===== src/rtl/int_alu_pkg.sv =====
`timescale 1ns/1ps
package int_alu_pkg;

  localparam int OP_W = 4;

  typedef enum logic [OP_W-1:0] {
    OP_ADD = 4'd0,
    OP_SUB = 4'd1,
    OP_AND = 4'd2,
    OP_OR  = 4'd3,
    OP_XOR = 4'd4,
    OP_LHI = 4'd5,
    OP_SLT = 4'd6,
    OP_SGT = 4'd7,
    OP_SLE = 4'd8,
    OP_SGE = 4'd9,
    OP_SEQ = 4'd10,
    OP_SNE = 4'd11
  } alu_op_e;

  typedef struct packed {
    logic lt;
    logic eq;
  } rel_flags_t;

endpackage


===== src/rtl/alu_addsub.sv =====
`timescale 1ns/1ps
module alu_addsub #(
  parameter int DATA_W = 32
) (
  input  logic [DATA_W-1:0] in_a,
  input  logic [DATA_W-1:0] in_b,
  input  logic              do_sub,
  output logic [DATA_W-1:0] sum
);

  localparam logic [DATA_W-1:0] ZERO_W = '0;

  logic [DATA_W-1:0] b_inv;
  logic [DATA_W-1:0] carry_in;

  // Subtract as A + ~B + 1; carry out is dropped, giving modulo-2^W wrap.
  always_comb begin
    b_inv    = do_sub ? ~in_b : in_b;
    carry_in = ZERO_W;
    carry_in[0] = do_sub;
    sum      = in_a + b_inv + carry_in;
  end

endmodule


===== src/rtl/alu_relcmp.sv =====
`timescale 1ns/1ps
module alu_relcmp
  import int_alu_pkg::*;
#(
  parameter int DATA_W = 32
) (
  input  logic [DATA_W-1:0] in_a,
  input  logic [DATA_W-1:0] in_b,
  output rel_flags_t        flags
);

  localparam int MSB = DATA_W - 1;

  logic signs_differ;
  logic mag_lt;

  // Signed less-than: differing signs decide alone; equal signs reduce to
  // an unsigned compare of the full words.
  always_comb begin
    signs_differ = in_a[MSB] ^ in_b[MSB];
    mag_lt       = in_a < in_b;
    flags.lt     = signs_differ ? in_a[MSB] : mag_lt;
    flags.eq     = (in_a == in_b);
  end

endmodule


===== src/rtl/alu_bitwise.sv =====
`timescale 1ns/1ps
module alu_bitwise #(
  parameter int DATA_W = 32
) (
  input  logic [DATA_W-1:0] in_a,
  input  logic [DATA_W-1:0] in_b,
  output logic [DATA_W-1:0] and_y,
  output logic [DATA_W-1:0] or_y,
  output logic [DATA_W-1:0] xor_y
);

  for (genvar i = 0; i < DATA_W; i++) begin : g_bit
    assign and_y[i] = in_a[i] & in_b[i];
    assign or_y[i]  = in_a[i] | in_b[i];
    assign xor_y[i] = in_a[i] ^ in_b[i];
  end

endmodule


===== src/rtl/int_alu_core.sv =====
`timescale 1ns/1ps
module int_alu_core
  import int_alu_pkg::*;
#(
  parameter int DATA_W = 32
) (
  input  logic [DATA_W-1:0] opnd_a,
  input  logic [DATA_W-1:0] opnd_b,
  input  logic [OP_W-1:0]   op_sel,
  output logic [DATA_W-1:0] result
);

  localparam int HALF_W = DATA_W / 2;
  localparam logic [DATA_W-1:0] ZERO_W = '0;
  localparam logic [HALF_W-1:0] ZERO_H = '0;

  logic              sub_sel;
  logic [DATA_W-1:0] arith_y;
  logic [DATA_W-1:0] and_y;
  logic [DATA_W-1:0] or_y;
  logic [DATA_W-1:0] xor_y;
  logic [DATA_W-1:0] hi_y;
  rel_flags_t        rel;
  logic              set_bit;
  logic              is_set;

  assign sub_sel = (op_sel == OP_SUB);

  alu_addsub #(.DATA_W(DATA_W)) u_addsub (
    .in_a   (opnd_a),
    .in_b   (opnd_b),
    .do_sub (sub_sel),
    .sum    (arith_y)
  );

  alu_relcmp #(.DATA_W(DATA_W)) u_relcmp (
    .in_a  (opnd_a),
    .in_b  (opnd_b),
    .flags (rel)
  );

  alu_bitwise #(.DATA_W(DATA_W)) u_bitwise (
    .in_a  (opnd_a),
    .in_b  (opnd_b),
    .and_y (and_y),
    .or_y  (or_y),
    .xor_y (xor_y)
  );

  assign hi_y = {opnd_b[HALF_W-1:0], ZERO_H};

  // Relation selected into one bit, then widened to a boolean word.
  always_comb begin
    is_set  = 1'b1;
    set_bit = 1'b0;
    case (op_sel)
      OP_SLT:  set_bit = rel.lt;
      OP_SGT:  set_bit = ~rel.lt & ~rel.eq;
      OP_SLE:  set_bit = rel.lt | rel.eq;
      OP_SGE:  set_bit = ~rel.lt;
      OP_SEQ:  set_bit = rel.eq;
      OP_SNE:  set_bit = ~rel.eq;
      default: is_set  = 1'b0;
    endcase
  end

  always_comb begin
    result = ZERO_W;
    if (is_set) begin
      result[0] = set_bit;
    end else begin
      case (op_sel)
        OP_ADD,
        OP_SUB:  result = arith_y;
        OP_AND:  result = and_y;
        OP_OR:   result = or_y;
        OP_XOR:  result = xor_y;
        OP_LHI:  result = hi_y;
        default: result = ZERO_W;
      endcase
    end
  end

endmodule


===== config.mk =====
export PLATFORM = sky130hd
export DESIGN_NAME = int_alu_core
export DESIGN_NICKNAME = d
export VERILOG_FILES = /design/src/rtl/int_alu_pkg.sv /design/src/rtl/alu_addsub.sv /design/src/rtl/alu_relcmp.sv /design/src/rtl/alu_bitwise.sv /design/src/rtl/int_alu_core.sv
export SDC_FILE = /design/constraint.sdc
export NUM_CORES = 1
export LEC_CHECK = 0
export ABC_AREA = 1
export BUFFER_PORTS_ARGS = -buffer_cell sky130_fd_sc_hd__buf_4
export CAP_MARGIN = 5
export CELL_PAD_IN_SITES_DETAIL_PLACEMENT = 1
export CELL_PAD_IN_SITES_GLOBAL_PLACEMENT = 2
export CORE_AREA = 2 2 138 153
export DETAILED_ROUTE_END_ITERATION = 10
export DIE_AREA = 0 0 140 155
export PLACE_DENSITY_LB_ADDON = 0.12
export SYNTH_ARGS = -nofsm -noshare
export SYNTH_HDL_FRONTEND = slang
export SYNTH_HIERARCHICAL = 1
export SYNTH_SLANG_ARGS = --single-unit

===== constraint.sdc =====
create_clock -name vclk -period 4.33
set_input_delay 0.866 -clock vclk [all_inputs]
set_output_delay 0.866 -clock vclk [all_outputs]
set_load 0.01 [all_outputs]

---- Word level (Yosys, flattened, before mapping) ----
Cells that the tools add are included.
storage, ports and cells
  register bits after elaboration ......... 0
  input port bits ......................... 68
  output and inout port bits .............. 32
  word-level logic and storage cells ...... 126
cells by class
  add/sub/neg operators ................... 2
  order comparisons ....................... 1
  equal/unequal tests ..................... 12
  mux-type cells .......................... 7
  bitwise gates (word level) .............. 101
  reductions and logical operators ........ 3
operator list
  kind                  count
  $pmux W32 S5          1
  $and A1 B1 Y1         33
  $or A1 B1 Y1          33
  $add A32 B1 Y32       1
  $add A32 B32 Y32      1
  $eq A32 B32 Y1        1
  $lt A32 B32 Y1        1
  $mux W32              1
  $not A32 Y32          1
  $xor A1 B1 Y1         32
  $mux W31              1
  $eq A4 B3 Y1 const B  4
  $eq A4 B4 Y1 const B  4
  $eq A4 B2 Y1 const B  2
  $pmux W1 S6           1
  $reduce_or A6 Y1      1
  $eq A4 B1 Y1 const B  1
  $logic_not A4 Y1      1
  $mux W1               3
  $not A1 Y1            2
  $reduce_or A2 Y1      1

---- Logic depth before layout (Yosys ltp) ----
Gate-level depths: netlist of run 1.
  word-level depth ........................ 6
  mapped depth ............................ 24
  depth with buffers taken out ............ 22

---- Modules after synthesis ----
Netlist of run 1, hierarchy kept.
modules (own cells, without submodules)
  module        times used  cells an instance  area each (µm²)  sequential area each (µm²)
  alu_addsub    1           480                2607.5           0.0
  int_alu_core  1           316                1306.3           0.0
  alu_bitwise   1           160                1161.1           0.0
  alu_relcmp    1           144                898.4            0.0

---- Least setup slack after synthesis of run 1 ----
No wires, ideal clock.
  path kind ............................... in2out
  start ................................... in op_sel[1]
  end ..................................... out result[30]
  data arrival time ....................... 3148 ps
  data required time ...................... 3464 ps
  slack ................................... 316 ps
  stages .................................. 19
  buffers on the path ..................... 2
  path through ............................ inv_2 nand2_1 nor2_1 buf_4 buf_2 xnor2_1 fa_1 o21ai_2 nand2_2 nand2_2 nand2_1 nand2_2 nand2_2 nand3_1 nand2_1 inv_1 nor2_1 nor3_1 nand2_1
between the ends
  word-level cells in the longest chain between the ends .. 6
  elaborated cells on any way between the ends .. 20
  those cells by class .................... add/sub: 2; eq/ne: 11; mux: 4; reduce/logical: 3
RTL lines
  what                 line                source
  start, declared      int_alu_core.sv:9   input logic [OP_W-1:0] op_sel,
  $eq A4 B1 Y1 (*)     int_alu_core.sv:27  assign sub_sel = (op_sel == OP_SUB);
  net sub_sel          int_alu_core.sv:17  logic sub_sel;
  $mux W32             alu_addsub.sv:18    b_inv = do_sub ? ~in_b : in_b;
  $add A32 B32 Y32     alu_addsub.sv:21    sum = in_a + b_inv + carry_in;
  $add A32 B1 Y32 (*)  alu_addsub.sv:21
  net arith_y[30]      int_alu_core.sv:18  logic [DATA_W-1:0] arith_y;
  $pmux W32 S5 (*)     int_alu_core.sv:72  case (op_sel)
  $mux W31 (*)         int_alu_core.sv:69  if (is_set) begin
  end, declared        int_alu_core.sv:10  output logic [DATA_W-1:0] result
The timed path passes the listed nets; every way through them passes the cells marked *.

---- Worst setup path after layout of run 1 ----
  start ................................... in op_sel[1]
  end ..................................... out result[31]
Same word-level chain as after synthesis.

==> impl_metrics.py, run 1 <==
metrics = {
    "status": {
        "outcome": "complete, but fails checks",
        "violations": "DRC, setup timing",
    },
    "placed_design": {
        "place_area_sq_um": 7620,
        "gp_congestion": 0.857,
        "dp_slack_ns": -0.187,
        "port_buffers": 100,
        "place_hpwl_microns": 19900,
        "dpl.cell_count": 1524,
    },
    "power": {
        "p_int_mw": 0.527,
        "power_frac_seq_pct": 0,
        "netSwitchingPower_mw": 0.666,
        "p_comb_share_pct": 100.0,
        "finalPower_mw": 1.19,
        "cellPowerDensity_nw_per_um2": 135,
        "p_sw_share_pct": 55.8,
        "p_clk_share_pct": 0,
        "p_leak_nw": 5.32,
        "ir_drop_v": 0.0000477,
    },
    "timing": {
        "rsz0062_at_grt": "true",
        "fmax_ghz": 0.230,
        "max_slew.worst_pin.slew_ns": 0.609,
        "hold_violations": 0,
        "relSlewSlack_pct": 59.0,
        "setup_tns_ns": -0.0167,
        "finalCriticalPeriod_ns": 4.35,
        "drv_slew": 0,
        "setup_viol": 1,
        "whs_ns": 2.19,
        "finalCritPeriodShare_pct": 100,
        "setup_slack_ns": -0.0167,
    },
    "worst_hold_path": {
        "hold_class": "primary input to output pin",
    },
    "drt": {
        "drtPass1Iterations": 7,
        "via_count": 7039,
        "routed_wl_microns": 24600,
        "routedWlPerCell_microns": 15.8,
        "viasPerCell": 4.53,
        "drc": 6,
        "ant_nets": 0,
        "drt_iter0_markers": 194,
    },
    "synthesis": {
        "syn_avg_cell_area_sq_um": 5.43,
        "synth_area_sq_um": 5970,
        "ys_types": 32,
        "yosysWarnings": 6,
        "syn_nets": 1298,
        "netlist_instances": 1100,
        "seq_area_frac_synth_pct": 0,
    },
    "finish": {
        "stdcell_count": 1555,
        "final_area_sq_um": 8870,
        "nClkBuffers": 0,
        "multi_input_area_sq_um": 5670,
        "fillerInstances": 2720,
        "area_delta_synth_final_pct": 48.5,
        "seq_cells": 0,
        "final_nets": 1499,
        "antenna_cells": 0,
        "drive_gt1_share_pct": 33.9,
        "regArea_sq_um": 0,
        "final_cell_mix": "276 x nand2_1, 272 x inv_1, 185 x buf_4, 115 x ha_1, 78 x nor2_1",
        "final_core_util_pct": 43.7,
        "mostFrequentLayoutCell": "nand2_1",
    },
    "floorplan": {
        "die_y_microns": 155,
        "start_util_pct": 29.4,
        "die_w_microns": 140,
        "rows": 55,
        "die_area_sq_um": 21700,
        "coreArea_sq_um": 20300,
        "io_pins": 100,
    },
    "grt": {
        "gr-total-overflow": 0,
        "grt_max_degree": 18,
        "grt_pass1_vias": 7307,
        "antenna_found_initial": 0,
        "grt_pass1_wl_microns": 38400,
        "grt_usage_pct": 22.2,
    },
    "critical_path": {
        "cp-end-kind": "output pin",
        "critPathLaunchType": "primary input",
        "worstPathArrival_ns": 3.48,
        "crit_fanout": 6,
        "required_ns": 3.46,
        "criticalPathCategory": "primary input to output pin",
    },
    "clock_tree": {
        "hold_buffers": 0,
    },
    "flow_run": {
        "max-cap-violations": 0,
    },
}
==> cells in the mapped netlist <==
cell type	number	area share, %
nor3b_1	1	0.13
nand4_2	1	0.21
a21oi_2	2	0.29
a21o_2	1	0.15
nand3_1	29	2.4
inv_2	11	0.69
xor2_1	44	6.5
buf_2	11	0.92
o21ai_2	1	0.15
nor2_4	4	0.75
inv_1	283	18
nor3_1	18	1.5
nand3_2	4	0.67
nand2_4	1	0.19
o21a_1	2	0.25
fa_1	1	0.34
ha_1	129	27
buf_4	3	0.38
o21ai_1	2	0.17
nor2_2	7	0.73
xnor2_1	3	0.44
o21ai_0	16	1.3
nand2_2	27	2.8
nand2_1	328	21
and2_4	1	0.15
nand4_1	17	1.8
o21bai_1	4	0.50
a21oi_1	43	3.6
nor3_2	5	0.84
a21o_1	1	0.13
nor4_2	2	0.42
nor2_1	98	6.2
==> critical path, stage by stage <==
cell     delay (ns)
buf_4          0.12
inv_4          0.06
nand2_4        0.05
nor2_4         0.18
buf_8          0.17
buf_12         0.16
xor2_4         0.19
ha_4           0.24
nand2_1        0.10
nand2_2        0.08
a21oi_4        0.17
inv_1          0.09
nor2_4         0.12
nand2_4        0.10
nand2_4        0.11
nand2_1        0.06
nand2_1        0.06
nand2_1        0.04
inv_1          0.04
nor2_1         0.03
nor3_1         0.19
nand2_1        0.08
buf_4          0.14
==> power by group through the flow <==
stage / registers, mW / logic, mW / clock network (mW)
CTS: 0 / 1.08 / 0
floorplan: 0 / 0.524 / 0
detailed placement: 0 / 0.957 / 0
finish: 0 / 1.19 / 0
global route: 0 / 1.32 / 0
global placement: 0 / 0.949 / 0
==> final cells by class <==
type / instances / area share (%)
inverter: 294 / 12.5
multi-input combinational: 792 / 63.9
tap: 256 / 3.61
timing repair buffer: 213 / 20.0
==> final timing paths <==
check,startpoint,slack [ns],to,depth (start not counted)
worst min-delay path,opnd_b[0],2.19,result[16],6
worst max-delay path,op_sel[1],-0.02,result[31],23
==> what timing repair did <==
item | CTS | global route
hold endpoints to repair | 0 | 0
setup endpoints to repair | 17 | 25
buffers inserted | 21 | 12
resized for setup | 122 | 121
gates cloned | 3 | 0
pin swaps | 92 | 74
==> cells by family after synthesis <==
kind of cell	count (synthesis)	synth area share [%]
XOR/XNOR	47	6.89
AND/OR/NAND/NOR	543	39.4
adder cells (fa/ha/maj)	130	27.4
buffers and inverters	308	19.8
AO/OA/AOI/OAI	72	6.58
==> routing by layer <==
| metal | vias up | track usage (%) | part of all wire, % |
|---|---|---|---|
| li1 | 3659 | - | - |
| met1 | 3289 | 27.9 | 45 |
| met2 | 79 | 43.2 | 52 |
| met3 | 12 | 0.431 | 1.4 |
| met4 | 0 | 2.98 | 1.4 |
| met5 | - | 0 | 0 |
No activity file was read; power rests on OpenSTA's default activity.
==> inputs of run 2 (changes only) <==
Settings changed: CORE_AREA 2 2 138 153 to 2 2 134 149, DIE_AREA 0 0 140 155 to 0 0 136 151.
Clock period 4.33 ns to 5.2 ns, I/O delays scaled along.
==> run 2 against run 1 <==
Effect of this change:
- the run now ends clean
- non-clock buffer count shrank 107
- power fell by 41%
- die area is 5.4% lower
- cell area decreased by 20%
- clock-buffer cell count unchanged
- critical path depth fell by 3
- sequential share of layout area unchanged
- wire length down 10%
- global-route usage is 0.35 points lower
- flip-flop and latch count unchanged
- largest power group unchanged
- highest routed layer unchanged
==> impl_metrics.py, run 2 (synthesis gave the netlist of run 1 again) <==
metrics = {
    "status": {
        "outcome": "completed",
    },
    "finish": {
        "seq_cells": 0,
        "final_cell_mix": "327 x nand2_1, 283 x inv_1, 128 x ha_1, 104 x buf_4, 96 x nor2_1",
        "final_nets": 1392,
        "drive_gt1_share_pct": 15.1,
        "multi_input_area_sq_um": 4830,
        "area_delta_synth_final_pct": 18.3,
        "nClkBuffers": 0,
        "regArea_sq_um": 0,
        "mostFrequentLayoutCell": "nand2_1",
        "fillerInstances": 2683,
        "antenna_cells": 0,
    },
    "drt": {
        "routed_wl_microns": 22100,
        "drt_iter0_markers": 150,
        "routedWlPerCell_microns": 15.4,
        "drtPass1Iterations": 4,
        "viasPerCell": 4.59,
        "drc": 0,
        "via_count": 6601,
        "ant_nets": 0,
    },
    "critical_path": {
        "worstPathArrival_ns": 3.88,
        "criticalPathCategory": "primary input to output pin",
        "crit_fanout": 16,
        "required_ns": 4.16,
        "critPathLaunchType": "primary input",
        "cp-end-kind": "output pin",
    },
    "grt": {
        "grt_max_degree": 18,
        "met2_usage_pct": 41.2,
        "use_met3_pct": 0.535,
        "grt_util_met1_pct": 28.1,
        "grt_busiest_layer": "met2",
        "grt_usage_pct": 21.8,
        "grt_pass1_wl_microns": 35100,
        "antenna_found_initial": 0,
        "grt_pass1_vias": 6757,
        "gr-total-overflow": 0,
    },
    "timing": {
        "max_slew.worst_pin.slew_ns": 0.962,
        "finalCritPeriodShare_pct": 94.7,
        "relSlewSlack_pct": 35.6,
        "setup_slack_ns": 0.275,
        "finalCriticalPeriod_ns": 4.92,
        "drv_slew": 0,
        "hold_violations": 0,
        "whs_ns": 2.54,
        "fmax_ghz": 0.203,
        "setup_viol": 0,
    },
    "worst_hold_path": {
        "worstHoldStart": "opnd_b[2]",
        "hold_class": "primary input to output pin",
        "holdPathStages": 6,
        "holdPathEnd": "result[18]",
    },
    "power": {
        "p_leak_nw": 4.56,
        "ir_drop_v": 0.0000331,
        "cellPowerDensity_nw_per_um2": 99.1,
    },
    "placed_design": {
        "dp_slack_ns": 0.244,
        "gp_congestion": 0.913,
        "place_hpwl_microns": 19200,
        "port_buffers": 100,
    },
    "floorplan": {
        "die_area_sq_um": 20500,
        "io_pins": 100,
        "start_util_pct": 31.5,
        "rows": 53,
        "die_w_microns": 136,
        "die_y_microns": 151,
        "coreArea_sq_um": 19000,
    },
    "clock_tree": {
        "postCtsSetupRepairBufs": 0,
        "hold_buffers": 0,
        "cts_resized": 0,
    },
    "flow_run": {
        "max-cap-violations": 0,
    },
}
-- run 2: worst max-delay path, stage by stage --
cell     delay [ns]
buf_4          0.13
inv_2          0.11
nand2_1        0.15
nor2_4         0.20
buf_12         0.19
xor2_1         0.18
ha_1           0.30
a21oi_1        0.29
o21ai_0        0.18
inv_1          0.08
nand2_1        0.07
a21oi_1        0.18
nand2_1        0.08
nand2_1        0.06
nand2_1        0.04
inv_1          0.08
nor2_1         0.06
nor3_1         0.20
nand2_1        0.08
buf_4          0.14
-- run 2: worst max path at each step --
stage                       endpoint  startpoint  cells past startpoint
final                     result[29]   op_sel[1]                     20
after global routing      result[26]   op_sel[1]                     22
after CTS                 result[30]   op_sel[1]                     22
after detailed placement  result[30]   op_sel[1]                     22
after global placement    result[30]   op_sel[1]                     22
after floorplan           result[30]   op_sel[1]                     19
-- run 2: where the power goes --
| group | switching [mW] | leakage, nW | internal, mW |
|---|---|---|---|
| Sequential | 0 | 0 | 0 |
| Combinational | 0.437 | 4.56 | 0.264 |
| Clock | 0 | 0 | 0 |
-- run 2: final cells by class --
type,count,area share [%]
multi-input combinational,792,68.4
inverter,294,15.6
timing repair buffer,106,11.6
tap,247,4.37
-- run 2: through the flow --
step	util, %	TNS (ns)	power [mW]	area, sq um	cells
floorplan	-	0	0.437	5970	1100
global placement	37.1	0	0.697	7040	1439
detailed placement	37.1	0	0.704	7040	1439
CTS	37.1	0	0.709	7040	1439
global route	37.3	-0.0000631	0.803	7070	1439
finish	37.3	0	0.700	7070	1439
-- run 2: layer usage --
metal  part of all wire [%]  vias to the layer above
li1                       -                     3456
met1                     46                     3044
met2                     50                       89
met3                    2.5                       12
met4                    1.7                        0
met5                      0                        -
